==> src/rtl/tw_rx_pkg.sv <==
package tw_rx_pkg;

  typedef enum logic [2:0] {
    ST_IDLE,
    ST_REQ,
    ST_BITS,
    ST_PAR,
    ST_STOP
  } rx_state_e;

  localparam int BYTE_W = 8;

  // Format-control bit of a header byte must be set.
  function automatic logic hdr_format_ok(input logic [BYTE_W-1:0] hdr);
    return hdr[3];
  endfunction

  // Payload byte count carried in the low header bits.
  function automatic logic [2:0] hdr_payload(input logic [BYTE_W-1:0] hdr);
    return hdr[2:0];
  endfunction

  // Greeting packet: fixed header and id nibble in the next byte.
  function automatic logic is_greeting(input logic [BYTE_W-1:0] b0,
                                       input logic [BYTE_W-1:0] b1);
    return (b0 == 8'h19) && (b1[7:4] == 4'h1);
  endfunction

endpackage

==> src/rtl/tw_rx_edge.sv <==
module tw_rx_edge (
  input  logic clk,
  input  logic rst_n,
  input  logic line_i,
  output logic toggle_o,
  output logic rise_o,
  output logic fall_o
);
  logic prev_q;

  always_ff @(posedge clk or negedge rst_n) begin
    if (!rst_n) prev_q <= 1'b1;
    else        prev_q <= line_i;
  end

  assign toggle_o = line_i ^ prev_q;
  assign rise_o   = line_i & ~prev_q;
  assign fall_o   = ~line_i & prev_q;
endmodule

==> src/rtl/tw_rx_assembler.sv <==
module tw_rx_assembler #(
  parameter int MAX_BYTES = 8,
  localparam int BW       = tw_rx_pkg::BYTE_W,
  localparam int TOTAL    = MAX_BYTES * BW,
  localparam int CNT_W    = $clog2(TOTAL + 1),
  localparam int IDX_W    = CNT_W - 3
) (
  input  logic             clk,
  input  logic             rst_n,
  input  logic             clear_i,
  input  logic             shift_i,
  input  logic             bit_i,
  output logic [TOTAL-1:0] bytes_o,
  output logic             byte_done_o,
  output logic [BW-1:0]    new_byte_o,
  output logic [IDX_W-1:0] byte_idx_o,
  output logic             parity_o
);
  logic [CNT_W-1:0] bit_cnt_q;
  logic [BW-1:0]    sr_q;

  assign new_byte_o  = {bit_i, sr_q[BW-1:1]};
  assign byte_done_o = shift_i && (bit_cnt_q[2:0] == 3'd7);
  assign byte_idx_o  = bit_cnt_q[CNT_W-1:3];

  always_ff @(posedge clk or negedge rst_n) begin
    if (!rst_n) begin
      bit_cnt_q <= '0;
      sr_q      <= '0;
      parity_o  <= 1'b0;
    end else if (clear_i) begin
      bit_cnt_q <= '0;
      sr_q      <= '0;
      parity_o  <= 1'b0;
    end else if (shift_i) begin
      bit_cnt_q <= bit_cnt_q + 1'b1;
      sr_q      <= new_byte_o;
      parity_o  <= parity_o ^ bit_i;
    end
  end

  for (genvar g = 0; g < MAX_BYTES; g++) begin : g_slot
    always_ff @(posedge clk or negedge rst_n) begin
      if (!rst_n)                                        bytes_o[g*BW +: BW] <= '0;
      else if (clear_i)                                  bytes_o[g*BW +: BW] <= '0;
      else if (byte_done_o && byte_idx_o == IDX_W'(g))   bytes_o[g*BW +: BW] <= new_byte_o;
    end
  end

  // Shifting never runs past the buffer.
  assert_no_overrun_R6: assert property (@(posedge clk) disable iff (!rst_n)
    shift_i |-> (bit_cnt_q < CNT_W'(TOTAL)));
endmodule

==> src/rtl/tw_rx_top.sv <==
module tw_rx_top #(
  parameter int MAX_BYTES = 8,
  localparam int BW       = tw_rx_pkg::BYTE_W,
  localparam int TOTAL    = MAX_BYTES * BW,
  localparam int LEN_W    = $clog2(MAX_BYTES),
  localparam int IDX_W    = $clog2(TOTAL + 1) - 3
) (
  input  logic             clk,
  input  logic             rst_n,
  input  logic             rx_ready_i,
  input  logic             link_clk_i,
  input  logic             link_data_i,
  output logic             link_ack_o,
  output logic             pkt_done_o,
  output logic             pkt_abort_o,
  output logic [TOTAL-1:0] pkt_bytes_o,
  output logic [LEN_W-1:0] pkt_len_o,
  output logic             err_format_o,
  output logic             err_parity_o,
  output logic             err_frame_o,
  output logic             hello_o
);
  import tw_rx_pkg::*;

  rx_state_e        state_q;
  logic [LEN_W-1:0] hdr_len_q;
  logic             par_bad_q;

  // Named internal events.
  logic             clk_tog_w, clk_rise_w, clk_fall_w;
  logic             start_w, shift_w;
  logic             byte_done_w, parity_w;
  logic [BW-1:0]    new_byte_w;
  logic [IDX_W-1:0] byte_idx_w;
  logic [LEN_W-1:0] payload_now_w;
  logic             fmt_bad_w, last_bit_w;

  tw_rx_edge u_edge (
    .clk      (clk),
    .rst_n    (rst_n),
    .line_i   (link_clk_i),
    .toggle_o (clk_tog_w),
    .rise_o   (clk_rise_w),
    .fall_o   (clk_fall_w)
  );

  assign start_w = (state_q == ST_IDLE) && !link_clk_i && rx_ready_i;
  assign shift_w = (state_q == ST_BITS) && clk_tog_w;

  tw_rx_assembler #(.MAX_BYTES(MAX_BYTES)) u_asm (
    .clk         (clk),
    .rst_n       (rst_n),
    .clear_i     (start_w),
    .shift_i     (shift_w),
    .bit_i       (link_data_i),
    .bytes_o     (pkt_bytes_o),
    .byte_done_o (byte_done_w),
    .new_byte_o  (new_byte_w),
    .byte_idx_o  (byte_idx_w),
    .parity_o    (parity_w)
  );

  assign payload_now_w = (byte_idx_w == '0) ? LEN_W'(hdr_payload(new_byte_w)) : hdr_len_q;
  assign fmt_bad_w     = byte_done_w && (byte_idx_w == '0) && !hdr_format_ok(new_byte_w);
  assign last_bit_w    = byte_done_w && (byte_idx_w == IDX_W'(payload_now_w));

  always_ff @(posedge clk or negedge rst_n) begin
    if (!rst_n) begin
      state_q      <= ST_IDLE;
      link_ack_o   <= 1'b1;
      pkt_done_o   <= 1'b0;
      pkt_abort_o  <= 1'b0;
      hdr_len_q    <= '0;
      par_bad_q    <= 1'b0;
      pkt_len_o    <= '0;
      err_format_o <= 1'b0;
      err_parity_o <= 1'b0;
      err_frame_o  <= 1'b0;
      hello_o      <= 1'b0;
    end else begin
      pkt_done_o  <= 1'b0;
      pkt_abort_o <= 1'b0;
      case (state_q)
        ST_IDLE: begin
          if (start_w) begin
            link_ack_o <= 1'b0;
            state_q    <= ST_REQ;
          end
        end
        ST_REQ: begin
          if (clk_rise_w) begin
            link_ack_o <= 1'b1;
            if (!link_data_i) begin
              state_q <= ST_BITS;
            end else begin
              pkt_abort_o <= 1'b1;
              state_q     <= ST_IDLE;
            end
          end
        end
        ST_BITS: begin
          if (clk_tog_w) begin
            link_ack_o <= link_clk_i;
            if (byte_done_w && byte_idx_w == '0) hdr_len_q <= payload_now_w;
            if (fmt_bad_w) begin
              link_ack_o   <= 1'b1;
              pkt_done_o   <= 1'b1;
              err_format_o <= 1'b1;
              err_parity_o <= 1'b0;
              err_frame_o  <= 1'b0;
              hello_o      <= 1'b0;
              pkt_len_o    <= payload_now_w;
              state_q      <= ST_IDLE;
            end else if (last_bit_w) begin
              state_q <= ST_PAR;
            end
          end
        end
        ST_PAR: begin
          if (clk_fall_w) begin
            link_ack_o <= 1'b0;
            par_bad_q  <= (link_data_i != parity_w);
            state_q    <= ST_STOP;
          end
        end
        ST_STOP: begin
          if (clk_rise_w) begin
            link_ack_o   <= 1'b1;
            pkt_done_o   <= 1'b1;
            err_format_o <= 1'b0;
            err_parity_o <= par_bad_q;
            err_frame_o  <= !link_data_i;
            hello_o      <= is_greeting(pkt_bytes_o[BW-1:0], pkt_bytes_o[2*BW-1:BW])
                            && !par_bad_q && link_data_i;
            pkt_len_o    <= hdr_len_q;
            state_q      <= ST_IDLE;
          end
        end
        default: state_q <= ST_IDLE;
      endcase
    end
  end

  // An abort is only reported when DATA was high at the commit sample.
  assert_abort_high_data_R3: assert property (@(posedge clk) disable iff (!rst_n)
    pkt_abort_o |-> $past(link_data_i));

  // Entering bit transfer requires DATA low at the commit sample.
  assert_commit_low_data_R3: assert property (@(posedge clk) disable iff (!rst_n)
    (state_q == ST_BITS && $past(state_q) == ST_REQ) |-> !$past(link_data_i));

  // During data bits, ACK mirrors the CLK level seen at the edge.
  assert_ack_tracks_clk_R4: assert property (@(posedge clk) disable iff (!rst_n)
    (shift_w && !fmt_bad_w) |=> (link_ack_o == $past(link_clk_i)));

  // Framing flag reflects the stop bit sampled at the done edge.
  assert_frame_flag_R8: assert property (@(posedge clk) disable iff (!rst_n)
    (pkt_done_o && !err_format_o) |-> (err_frame_o == !$past(link_data_i)));

  // A packet ends in exactly one way.
  assert_single_outcome_R8: assert property (@(posedge clk) disable iff (!rst_n)
    !(pkt_done_o && pkt_abort_o));

  // A greeting is never flagged for a damaged packet.
  assert_hello_clean_R9: assert property (@(posedge clk) disable iff (!rst_n)
    (pkt_done_o && hello_o) |-> (!err_parity_o && !err_frame_o && !err_format_o));
endmodule

==> config.mk <==
export PLATFORM = sky130hd
export DESIGN_NAME = tw_rx_top
export DESIGN_NICKNAME = d
export VERILOG_FILES = /design/src/rtl/tw_rx_pkg.sv /design/src/rtl/tw_rx_edge.sv /design/src/rtl/tw_rx_assembler.sv /design/src/rtl/tw_rx_top.sv
export SDC_FILE = /design/constraint.sdc
export NUM_CORES = 1
export LEC_CHECK = 0
export CAP_MARGIN = 20
export CORE_ASPECT_RATIO = 0.8
export CORE_MARGIN = 1
export CORE_UTILIZATION = 45
export CTS_BUF_LIST = sky130_fd_sc_hd__clkbuf_8
export DETAILED_ROUTE_END_ITERATION = 7
export PLACE_DENSITY = 0.73
export SLEW_MARGIN = 20
export SYNTH_ARGS = -nofsm -noshare
export SYNTH_HDL_FRONTEND = slang
export SYNTH_SLANG_ARGS = --single-unit
==> constraint.sdc <==
create_clock -name clk -period 3.4 [get_ports clk]
set_input_delay 0.51 -clock clk [delete_from_list [all_inputs] [get_ports clk]]
set_output_delay 0.51 -clock clk [all_outputs]
set_load 0.1 [all_outputs]
==> results.tsv <==
metric	value	unit
Die H	90.8	um
largest cells by area after synthesis	dfrtp_1, mux2i_1, nor2_1	
CP max-delay cell	clkdlybuf4s50_1	
critical path peak fanout	13	
post_cts resized	0	
status	finished, final reports clean	
Crit path depth	9	
overall power	2.56	mW
syn avg cell area	10.5	um^2
ANT nets after route	0	
CP peak stage delay	0.56	ns
CP Capture Type	register	
area share of the leading cell type in the synthesized netlist	53.6	%
CP delay by family, top	buffers and inverters	
Non-Filler Instances	616	
Fmax achieved	374	MHz
Util after Layout	57.9	%
asr flop ratio synth	100	%
Synth Cell Area	0.00443	mm^2
Yosys cell types	48	
VDD IR max	0.239	mV
Primary FF master, synth	dfrtp_1	
Hold WS	0.247	ns
total setup buffers inserted after CTS	0	
chip width	113	um
clk_lat worst skew	0.37	ns
1st-pass router iterations	5	
final net count	502	
pre-CTS setup slack	0.346	ns
Avg WL per Cell	17.4	um
worst-case clock buffer depth	2	
Final min period	2.67	ns
Yosys top cell by area	dfrtp_1	
I/O Buffers	78	
Total Routed Length	10.7	mm
Final Hold Fails	0	
hpwl dp	6.94	mm
# clock sinks	97	
initial antenna violation count	0	
critical path class	in2reg	
total grt overflow	0	
cells along the critical path	clkdlybuf4s50_1 -> inv_1 -> ha_1 -> or4b_1 -> buf_4 -> nor4_4 -> buf_4 -> mux2i_1 -> nor2_1	
Worst Reg-to-Reg Cells	7	
# setup viols final	0	
final worst slack	0.727	ns
commonest cells in the synthesized netlist	dfrtp_1, nor2_1, mux2i_1	
largest net degree at the start of global routing	80	
vias per inst	5.49	
Synth warnings	0	
Post-Syn Instances	421	
arrival time worst endpoint	2.93	ns
ANT cells	0	
RSZ-0062 raised after global routing	no	
first-pass GRT wire length	17.3	mm
final instance area	0.00557	mm^2
root buf cell	clkbuf_8	
Initial Util	46.1	%
placed cell area	0.00537	mm^2
sequential cell area	0.00243	mm^2
vias in the first global route	3315	
PwrDens	460	mW/mm^2
H-Tree Depth	3	
layout cell share with drive strength beyond 1	10.3	%
Row Count	32	
initial drt markers	192	
Mapped Nets	430	
Multi-input gate area	0.00187	mm^2
clock skew	0.0137	ns
Post-synth EDFFs	0	
CP most frequent cell	buf_4	
gr usage total	22.1	%
post-synthesis sequential area ratio	54.8	%
Worst-path clk slew	0.10	ns
#FFs+latches synth	97	
post-cts hold buffer count	0	
DR vias	3382	
Ports	79	
Setup crit start kind	primary input	
placed cells	601	
die area	0.0103	mm^2
HP Class	in2async	
Max Cap Viol	0	
top-count cell post-synth	dfrtp_1	
core area	0.00961	mm^2
Max Slew Vio Count	0	
Period Utilization, post-route	78.6	%
Pleak	2.74	nW
CTS tree	built	
setup_tns	0	ns
Rel. slew slack	31.2	%
Filler Cells Inserted	832	
clock buffer count from CTS	9	
worst path bufs/invs	4	
DRC	0	
critical path required time	3.66	ns
Area Overhead vs Synth	25.5	%
GPL Wtd Cong	0.793	
Tightest Pin Transition	1.03	ns
metal layers:
layer / vias to the layer above / track usage (%) / wire [um]
met5: - / 0 / 0
met1: 1698 / 30.1 / 4860
met2: 103 / 34.1 / 4940
met4: 0 / 4.82 / 68
li1: 1574 / - / -
met3: 7 / 7.99 / 840
kinds of logic after synthesis:
group                    Yosys count  synth area share [%]
AND/OR/NAND/NOR                  169                  18.3
flip-flops                        97                  54.8
multiplexers                      66                  15.1
AO/OA/AOI/OAI                     40                  5.64
buffers and inverters             37                  3.39
XOR/XNOR                           7                  1.38
adder cells (fa/ha/maj)            5                  1.35
layout make-up:
| type | count | share of cell area [%] |
|---|---|---|
| Clock buffer | 9 | 2.23 |
| Clock inverter | 6 | 1.24 |
| Inverter | 6 | 0.405 |
| Multi-Input combinational cell | 287 | 33.5 |
| Sequential cell | 97 | 43.7 |
| Tap cell | 119 | 2.68 |
| Timing Repair Buffer | 92 | 16.3 |
report_power, final:
group          internal [mW]  switching [mW]  total [mW]
Combinational          0.160           0.314       0.474
Sequential              1.22           0.124        1.34
Clock                  0.340           0.406       0.746
registers in the layout (all words and copies together), names as in the netlist, 3 cells and up:
register	cells
u_asm.bit_cnt_q	7
pkt_len_o	3
u_asm.sr_q	7
u_asm.bytes_o	64
hdr_len_q	3
state_q	3
placed cells by master (no fill, tap or decap), drive strengths merged, types with 2 or more instances in the layout:
| master | instances |
|---|---|
| nand2 | 48 |
| clkinvlp | 2 |
| nor2b | 2 |
| buf | 16 |
| or2 | 3 |
| nor2 | 69 |
| clkdlybuf4s50 | 76 |
| clkbuf | 9 |
| and3 | 3 |
| or4b | 2 |
| dfstp | 2 |
| a21oi | 23 |
| nand4 | 7 |
| mux2i | 59 |
| ha | 4 |
| mux2 | 7 |
| xnor2 | 3 |
| inv | 8 |
| nand2b | 5 |
| o21ai | 3 |
| nand3 | 6 |
| nor4b | 3 |
| dfrtp | 95 |
| nor4 | 3 |
| nand3b | 4 |
| o21a | 2 |
| xor2 | 4 |
| or3b | 3 |
| nor3 | 8 |
worst paths after layout:
path | start | endpoint | slack [ns]
worst max-delay path | link_clk_i | u_asm.bytes_o[15] | 0.73
worst min-delay path | rst_n | u_asm.bytes_o[16] | 0.25
worst max register to register | u_edge.prev_q | u_asm.bytes_o[15] | 1.04
worst min register to register | err_frame_o | err_frame_o | 0.50
max in group asynchronous | rst_n | err_format_o | 2.35
min in group clk | err_frame_o | err_frame_o | 0.50
worst reg2reg max path, stage by stage (launching register included):
cell     delay, ns
dfstp_2       0.55
ha_1          0.27
or4b_1        0.51
buf_4         0.22
nor4_4        0.21
buf_4         0.22
mux2i_1       0.22
nor2_1        0.06
Power figures use the tool's default switching activity.
